File: src/rtl/cbal_pkg.sv
package cbal_pkg;
  typedef enum logic [1:0] {
    SRC_NONE  = 2'd0,
    SRC_MASK  = 2'd1,
    SRC_LEVEL = 2'd2
  } wr_src_e;
endpackage

File: src/rtl/cbal_sat_counter.sv
module cbal_sat_counter #(
  parameter int W = 16
) (
  input  logic         clk,
  input  logic         rst_n,
  input  logic         clr_i,
  input  logic         inc_i,
  output logic [W-1:0] q_o
);
  localparam logic [W-1:0] TOP = {W{1'b1}};

  function automatic logic [W-1:0] sat_step(input logic [W-1:0] v);
    return (v == TOP) ? v : v + 1'b1;
  endfunction

  always_ff @(posedge clk or negedge rst_n) begin
    if (!rst_n)     q_o <= '0;
    else if (clr_i) q_o <= '0;
    else if (inc_i) q_o <= sat_step(q_o);
  end
endmodule

File: src/rtl/cbal_select.sv
module cbal_select #(
  parameter int NCELL = 10,
  parameter int MV_W  = 16,
  localparam int MAX_W = $clog2(NCELL + 1)
) (
  input  logic [NCELL*MV_W-1:0] cell_mv_i,
  input  logic [MV_W-1:0]       lvl_mv_i,
  input  logic [MAX_W-1:0]      max_cells_i,
  output logic [NCELL-1:0]      sel_o
);
  function automatic logic above(input logic [MV_W-1:0] v, input logic [MV_W-1:0] lvl);
    return $signed(v) > $signed(lvl);
  endfunction

  logic [MAX_W-1:0] taken [NCELL+1];
  logic [NCELL:0]   prev_sel;

  assign taken[0]    = '0;
  assign prev_sel[0] = 1'b0;

  for (genvar i = 0; i < NCELL; i++) begin : g_chain
    logic cand;
    assign cand         = above(cell_mv_i[i*MV_W +: MV_W], lvl_mv_i);
    assign sel_o[i]     = cand && !prev_sel[i] && (taken[i] < max_cells_i);
    assign prev_sel[i+1] = sel_o[i];
    assign taken[i+1]   = taken[i] + {{(MAX_W-1){1'b0}}, sel_o[i]};
  end
endmodule

File: src/rtl/cell_balance_ctrl.sv
module cell_balance_ctrl
  import cbal_pkg::*;
#(
  parameter int NCELL = 10,
  parameter int MV_W  = 16,
  parameter int CNT_W = 32,
  parameter int RUN_W = 16,
  localparam int MAX_W = $clog2(NCELL + 1)
) (
  input  logic                   clk,
  input  logic                   rst_n,
  input  logic                   tick_i,
  input  logic                   mask_wr_i,
  input  logic [NCELL-1:0]       mask_data_i,
  input  logic                   lvl_wr_i,
  input  logic [MV_W-1:0]        lvl_mv_i,
  input  logic [MAX_W-1:0]       max_cells_i,
  input  logic [NCELL*MV_W-1:0]  cell_mv_i,
  output logic [NCELL-1:0]       active_mask_o,
  output logic [RUN_W-1:0]       run_secs_o,
  output logic [NCELL*CNT_W-1:0] cell_secs_o
);
  wr_src_e          wr_src;
  logic [NCELL-1:0] sel_mask;
  logic             mask_zero;
  logic             tick_active;

  always_comb begin
    if (mask_wr_i)     wr_src = SRC_MASK;
    else if (lvl_wr_i) wr_src = SRC_LEVEL;
    else               wr_src = SRC_NONE;
  end

  cbal_select #(.NCELL(NCELL), .MV_W(MV_W)) u_select (
    .cell_mv_i   (cell_mv_i),
    .lvl_mv_i    (lvl_mv_i),
    .max_cells_i (max_cells_i),
    .sel_o       (sel_mask)
  );

  always_ff @(posedge clk or negedge rst_n) begin
    if (!rst_n) active_mask_o <= '0;
    else begin
      case (wr_src)
        SRC_MASK:  active_mask_o <= mask_data_i;
        SRC_LEVEL: active_mask_o <= sel_mask;
        default:   active_mask_o <= active_mask_o;
      endcase
    end
  end

  assign mask_zero   = (active_mask_o == '0);
  assign tick_active = tick_i && !mask_zero;

  cbal_sat_counter #(.W(RUN_W)) u_run (
    .clk   (clk),
    .rst_n (rst_n),
    .clr_i (mask_zero),
    .inc_i (tick_active),
    .q_o   (run_secs_o)
  );

  for (genvar i = 0; i < NCELL; i++) begin : g_cell
    cbal_sat_counter #(.W(CNT_W)) u_cnt (
      .clk   (clk),
      .rst_n (rst_n),
      .clr_i (1'b0),
      .inc_i (tick_i && active_mask_o[i]),
      .q_o   (cell_secs_o[i*CNT_W +: CNT_W])
    );
  end
endmodule

File: config.mk
export PLATFORM = sky130hd
export DESIGN_NAME = cell_balance_ctrl
export DESIGN_NICKNAME = d
export VERILOG_FILES = /design/src/rtl/cbal_pkg.sv /design/src/rtl/cbal_sat_counter.sv /design/src/rtl/cbal_select.sv /design/src/rtl/cell_balance_ctrl.sv
export SDC_FILE = /design/constraint.sdc
export NUM_CORES = 1
export LEC_CHECK = 0
export BUFFER_PORTS_ARGS = -buffer_cell sky130_fd_sc_hd__buf_4
export CORE_AREA = 2 2 212 214
export CTS_CLUSTER_DIAMETER = 150
export DETAILED_ROUTE_END_ITERATION = 10
export DIE_AREA = 0 0 214 216
export MAX_ROUTING_LAYER = met4
export PLACE_DENSITY = 0.73
export SYNTH_ARGS = -nofsm -noshare
export SYNTH_HDL_FRONTEND = slang
export SYNTH_SLANG_ARGS = --single-unit
File: constraint.sdc
create_clock -name clk -period 2.5 [get_ports clk]
set_input_delay 0 -clock clk [delete_from_list [all_inputs] [get_ports clk]]
set_output_delay 0 -clock clk [all_outputs]
set_load 0.05 [all_outputs]
==> results.yml, run 1 <==
synth:
  synthAdderAreaFrac: 0.1299
  synth-seq-cells: 346
  yosys.area.top_type_share: 0.4317
  synth_common_cells: "dfrtp_1, xnor2_1, ha_1"
  synth_warnings: 0
  synth_mux_area_frac: 0.006737
  synth_xor_area_frac: 0.1454
  ys_types: 71
  syn_nets: 2352
  synth-seq-area-share: 0.4317
  avgSynthCellArea_um2: 10.29
  synthArstFlopShare: 1.000
  yosys.area.top_type: "dfrtp_1"
  synthSimpleGateAreaFrac: 0.2057
  yosysMostFrequentCell: "dfrtp_1"
  ys.flop_type: "dfrtp_1"
  synth_edf_count: 0
  synth_top_family_by_area: "simple AND/OR/NAND/NOR gates"
  synthCells: 1950
  synth_area_leaders: "dfrtp_1, ha_1, xnor2_1"
  syn_area_mm2: 0.02006
  synth_compound_area_frac: 0.06344
drt:
  highest-signal-layer: "met4"
  wl_met2_mm: 34.13
  drc: 0
  route.vias.total: 18260
  routed_wl_mm: 68.50
  avgRoutedWirePerCell_um: 20.23
  dr.first_iter.drc_count: 1239
  dr.pass1.iters: 7
  wl_met3_mm: 4.211
  vias_per_cell: 5.392
  postRouteAntennaNets: 0
  met1_length_mm: 27.35
floorplanning:
  initial_utilization: 0.4576
  die_h_um: 216
  die_w_um: 214
  pin_count: 541
  dieArea_mm2: 0.04622
  num_rows: 77
  core_area_mm2: 0.04384
sta:
  finalCritPeriodShare: 5.291
  hold_viol: 3
  whs_ns: -0.007087
  worst_slack_ns: -10.73
  setup_violations: 8
  fin_crit_ns: 13.23
  slew_headroom: 0.5994
  final.setup_skew_ns: 0.02537
  worst_pin_slew_ns: 0.5946
  drv_slew: 0
  fmax_ghz: 0.07559
  setup_tns_ns: -46.41
  rsz0062_at_grt: "yes"
power:
  switching_share: 0.3737
  p_int_w: 0.01441
  finalPower_w: 0.02302
  combPwrFrac: 0.448
  clock_power_share: 0.255
  p_switching_w: 0.008602
  power_frac_seq: 0.297
  p_leak_nw: 14.25
  irDropWorstVdd_mv: 0.6695
  cellPowerDensity_mw_per_mm2: 794.9
place:
  dp_hpwl_mm: 55.20
  gp_congestion: 1.009
  port_buffers: 540
setup_path:
  worstPathMaxFanout: 4
  endpoint_kind: "register"
  slowest_stage: "fa_2"
  cp_slowest_stage_delay_ns: 0.54
  required_ns: 2.97
  arrival_ns: 13.70
  path_class: "in2reg"
  cpMostUsedCell: "ha_4"
  worstSetupStartpointType: "primary input"
finish:
  drive_gt1_frac: 0.3645
  seqCellArea_mm2: 0.008718
  multi_input_area_mm2: 0.01175
  final_util: 0.6605
  finalNetCount: 3167
  area_growth_pct: 44.35
  fillerInstances: 3452
global_route:
  gr-usage-all-layers: 0.2964
  grt_overflow: 0
  grt_pass1_vias: 18640
  grt_pass1_wl_mm: 104.4
  antenna_found_initial: 2
  grt_max_degree: 70
clock_tree:
  cts-buffers-inserted: 39
  cts_tree: "built"
  cts_root_buf: "clkbuf_16"
  cts.sinks: 346
  clkTransAtPathRegs_ns: 0.06
  h-tree-depth: 2
  cts_buffer_depth: 3
  clock_latency_ns: 0.54
run_status:
  violations: "negative hold slack, negative setup slack"
  outcome: "complete, but fails checks"
min_path:
  hold_path.class: "in2async"
job:
  maxCapViolations: 0
[placed cells by master (no fill, tap or decap), types with 7 or more instances in the layout]
cell,synthesis,final
buf_4,2,755
dfrtp_1,346,298
xnor2_1,242,240
ha_1,205,179
nand2_1,170,166
nand3_1,150,148
nand4_1,108,108
nor2_1,94,93
xor2_1,91,86
a21oi_1,67,59
and3_1,54,54
inv_1,67,53
dfrtp_2,0,48
and4_1,43,41
clkbuf_16,0,39
nor3_1,36,29
a21o_1,28,28
and2_1,25,25
dlygate4sd3_1,0,24
o21ai_0,26,20
ha_4,0,19
nor2b_1,16,15
nand2b_1,15,14
nor4_1,15,13
clkinvlp_4,0,13
o211ai_1,11,11
or3_1,12,11
buf_6,0,11
clkbuf_8,0,9
nor3_2,2,8
mux2_2,8,8
a21oi_2,0,7
ha_2,0,7
[flip-flops by register name, indices dropped and copies added (netlist names)]
name	count
g_cell.u_cnt.q_o	320
active_mask_o	10
u_run.q_o	16
[routing by layer]
metal  track usage  vias up
li1              -     8603
met1        0.3427     8899
met2        0.5047      622
met3       0.05807      140
met4        0.1233        0
met5             -        -
[metrics by stage]
step | setup slack, ns | area (µm²) | instances
after CTS | -10.58 | 28550 | 3364
after detailed placement | -11.62 | 26830 | 3262
after global routing | -11.39 | 28950 | 3387
after floorplan | -10.85 | 20560 | 1950
final | -10.73 | 28950 | 3387
after global placement | -10.88 | 26830 | 3262
[path summary, 6_finish.rpt]
check	slack (ns)	start	endpoint	cells past startpoint
worst max-delay path	-10.73	lvl_mv_i[14]	active_mask_o[9]	74
worst min-delay path	-0.007	rst_n	g_cell[2].u_cnt.q_o[31]	2
worst max register to register	0.04	g_cell[1].u_cnt.q_o[5]	g_cell[1].u_cnt.q_o[28]	8
worst min register to register	0.48	g_cell[1].u_cnt.q_o[8]	g_cell[1].u_cnt.q_o[8]	1
max in group asynchronous	1.60	rst_n	g_cell[6].u_cnt.q_o[21]	3
min in group clk	0.03	tick_i	g_cell[1].u_cnt.q_o[0]	4
[cell families after synthesis]
family | after synthesis
AOI/OAI and AO/OA | 192
xor gates and xnor gates | 333
adders and majority gates | 207
buffers and inverters | 88
DFF | 346
muxes | 12
and+or+nand+nor | 772
[final cells by class]
type | instances | area share
Antenna cell | 2 | 0.0001729
Clock buffer | 54 | 0.03876
Clock inverter | 15 | 0.006612
Inverter | 67 | 0.01028
Multi-Input combinational cell | 1516 | 0.4059
Sequential cell | 346 | 0.3011
Tap cell | 592 | 0.02558
Timing Repair Buffer | 795 | 0.2116
[power groups by stage]
stage | clock [W] | sequential [W] | combinational [W]
final | 0.00587 | 0.00683 | 0.0103
after global routing | 0.00622 | 0.00692 | 0.0111
after CTS | 0.00598 | 0.00683 | 0.00977
after detailed placement | 0 | 0.00692 | 0.00930
after global placement | 0 | 0.00688 | 0.00898
after floorplan | 0 | 0.00853 | 0.00388
[what timing repair did]
action | 4_1_cts | 5_1_grt
hold endpoints to repair | 326 | 0
endpoints found under the setup margin | 8 | 40
setup buffers | 9 | 22
pin swaps | 24 | 15
resized for setup | 18 | 50
hold buffers | 24 | 0
[critical path: cells and delay by family]
family | cells | cell delay [ns]
AOI/OAI and AO/OA | 34 | 6.12
and+or+nand+nor | 12 | 1.35
muxes | 1 | 0.32
xor gates and xnor gates | 4 | 0.76
adders and majority gates | 18 | 4.51
buffers and inverters | 5 | 0.61
No activity file was read; power rests on OpenSTA's default activity.
==> inputs of run 2 (changes only) <==
--- a/config.mk
+++ b/config.mk
@@ -6,12 +6,12 @@
 export NUM_CORES = 1
 export LEC_CHECK = 0
 export BUFFER_PORTS_ARGS = -buffer_cell sky130_fd_sc_hd__buf_4
-export CORE_AREA = 2 2 212 214
+export CORE_AREA = 2 2 210 212
 export CTS_CLUSTER_DIAMETER = 150
 export DETAILED_ROUTE_END_ITERATION = 10
-export DIE_AREA = 0 0 214 216
+export DIE_AREA = 0 0 212 214
 export MAX_ROUTING_LAYER = met4
-export PLACE_DENSITY = 0.73
+export PLACE_DENSITY = 0.71
 export SYNTH_ARGS = -nofsm -noshare
 export SYNTH_HDL_FRONTEND = slang
 export SYNTH_SLANG_ARGS = --single-unit
==> constraint.sdc (replaced) <==
create_clock -name clk -period 14.1 [get_ports clk]
set_input_delay 0 -clock clk [delete_from_list [all_inputs] [get_ports clk]]
set_output_delay 0 -clock clk [all_outputs]
set_load 0.05 [all_outputs]
==> results.yml, run 2 (synthesized netlist as in run 1, its figures left out) <==
power:
  cellPowerDensity_mw_per_mm2: 141.9
  irDropWorstVdd_mv: 0.1194
  finalPower_w: 0.003836
  p_leak_nw: 13.37
sta:
  fmax_ghz: 0.07400
  final.setup_skew_ns: 0.01378
  whs_ns: 0.09271
  fin_crit_ns: 13.51
  hold_viol: 0
  slew_headroom: 0.3410
  drv_slew: 0
  worst_pin_slew_ns: 0.9886
  setup_violations: 0
  setup_tns_ns: 0
  finalCritPeriodShare: 0.9585
clock_tree:
  clock_latency_ns: 0.54
  cts_buffer_depth: 3
  cts-buffers-inserted: 39
  clkTransAtPathRegs_ns: 0.05
  cts.sinks: 346
  cts_tree: "built"
  h-tree-depth: 2
  cts_root_buf: "clkbuf_16"
place:
  gp_congestion: 0.9841
  dp_hpwl_mm: 51.08
  placedCellCount: 3096
  port_buffers: 540
  postPlaceCellArea_mm2: 0.02509
finish:
  mostFrequentLayoutCells: "buf_4, dfrtp_1, xnor2_1, ha_1, nand2_1"
  area_growth_pct: 34.80
  seqCellArea_mm2: 0.008658
  fillerInstances: 3521
  fin_area_mm2: 0.02704
  top_regs: "g_cell.u_cnt.q_o: 320 flops, u_run.q_o: 16 flops, active_mask_o: 10 flops"
  mostFrequentLayoutCell: "buf_4"
  finalNonFillerCells: 3206
  top_register: "g_cell.u_cnt.q_o"
  largest_register_ffs: 320
  multi_input_area_mm2: 0.01131
  drive_gt1_frac: 0.2788
  finalNetCount: 2992
floorplanning:
  num_rows: 76
  core_area_mm2: 0.04289
  pin_count: 541
  die_h_um: 214
  die_w_um: 212
  dieArea_mm2: 0.04537
  initial_utilization: 0.4677
drt:
  drc: 0
  dr.pass1.iters: 7
  routed_wl_mm: 64.24
  vias_per_cell: 5.449
  avgRoutedWirePerCell_um: 20.04
  dr.first_iter.drc_count: 916
  postRouteAntennaNets: 0
  route.vias.total: 17470
setup_path:
  worstPathMaxFanout: 4
  worstSetupStartpointType: "primary input"
  arrival_ns: 13.94
  slowest_stage: "fa_2"
  cp_slowest_stage_delay_ns: 0.54
  required_ns: 14.53
  path_class: "in2reg"
  endpoint_kind: "register"
global_route:
  grt_max_degree: 148
  antenna_found_initial: 4
  grt_overflow: 0
  grt_pass1_vias: 17540
  grt_pass1_wl_mm: 99.07
  gr-usage-all-layers: 0.2861
min_path:
  hold_path.class: "in2reg"
run_status:
  outcome: "complete, no violations"
job:
  maxCapViolations: 0
run 2: changes by cell type in the layout (fill, tap and decap cells not counted), sizes merged:
cell	before	now
clkinvlp	13	5
clkbuf	54	56
inv	58	65
bufinv	4	3
dlygate4sd3	24	30
buf	771	590
diode	2	3
run 2: per-stage QoR:
| stage | setup WS (ns) | util |
|---|---|---|
| floorplan | 0.2801 | - |
| detailed placement | -0.5242 | 0.5850 |
| finish | 0.5857 | 0.6305 |
| CTS | 0.001769 | 0.6227 |
| global route | -0.1148 | 0.6305 |
| global placement | 0.03596 | 0.5850 |
run 2: where the power goes:
group	internal [W]	switching, W	total, W
clock network	0.000624	0.000412	0.00104
registers	0.00108	0.000137	0.00122
logic	0.000683	0.000899	0.00158
run 2: path summary, 6_finish.rpt:
path,start,end,slack (ns),cells past startpoint
max in group asynchronous,rst_n,g_cell[7].u_cnt.q_o[8],12.47,3
max reg2reg,active_mask_o[5],u_run.q_o[13],10.92,7
max,lvl_mv_i[12],active_mask_o[9],0.59,73
min reg2reg,g_cell[1].u_cnt.q_o[8],g_cell[1].u_cnt.q_o[8],0.49,1
min in group asynchronous,rst_n,g_cell[1].u_cnt.q_o[21],0.13,2
min,mask_wr_i,active_mask_o[9],0.09,4
run 2: worst max-delay path, delay by kind of cell:
kind	cells	cell delay (ns)
simple gates	11	1.65
buf+inv	4	0.46
fa+ha+maj	19	4.91
xor+xnor	3	0.55
compound gates	35	5.99
mux	1	0.33
run 2: final cells by class:
| cell class | instances | area share |
|---|---|---|
| flip-flops and latches | 346 | 0.3202 |
| diodes | 3 | 0.0002776 |
| well taps | 585 | 0.02707 |
| inverters | 67 | 0.009718 |
| clock buffers | 56 | 0.04257 |
| repair buffers | 620 | 0.1758 |
| clock inverters | 13 | 0.005923 |
| multi-input cells | 1516 | 0.4184 |
run 2: routing by layer:
| metal | global-route usage | share of wire | up-vias |
|---|---|---|---|
| met4 | 0.1195 | 0.044 | 0 |
| met5 | - | 0 | - |
| met3 | 0.05644 | 0.059 | 122 |
| met2 | 0.4916 | 0.50 | 542 |
| met1 | 0.3238 | 0.39 | 8530 |
| li1 | - | - | 8274 |
run 2: timing repair:
item,in CTS,in global routing
endpoints found under the hold margin,141,0
pin swaps,0,30
setup endpoints to repair,1,2
hold buffers,30,0
setup buffers,0,8
gates resized for setup,1,56
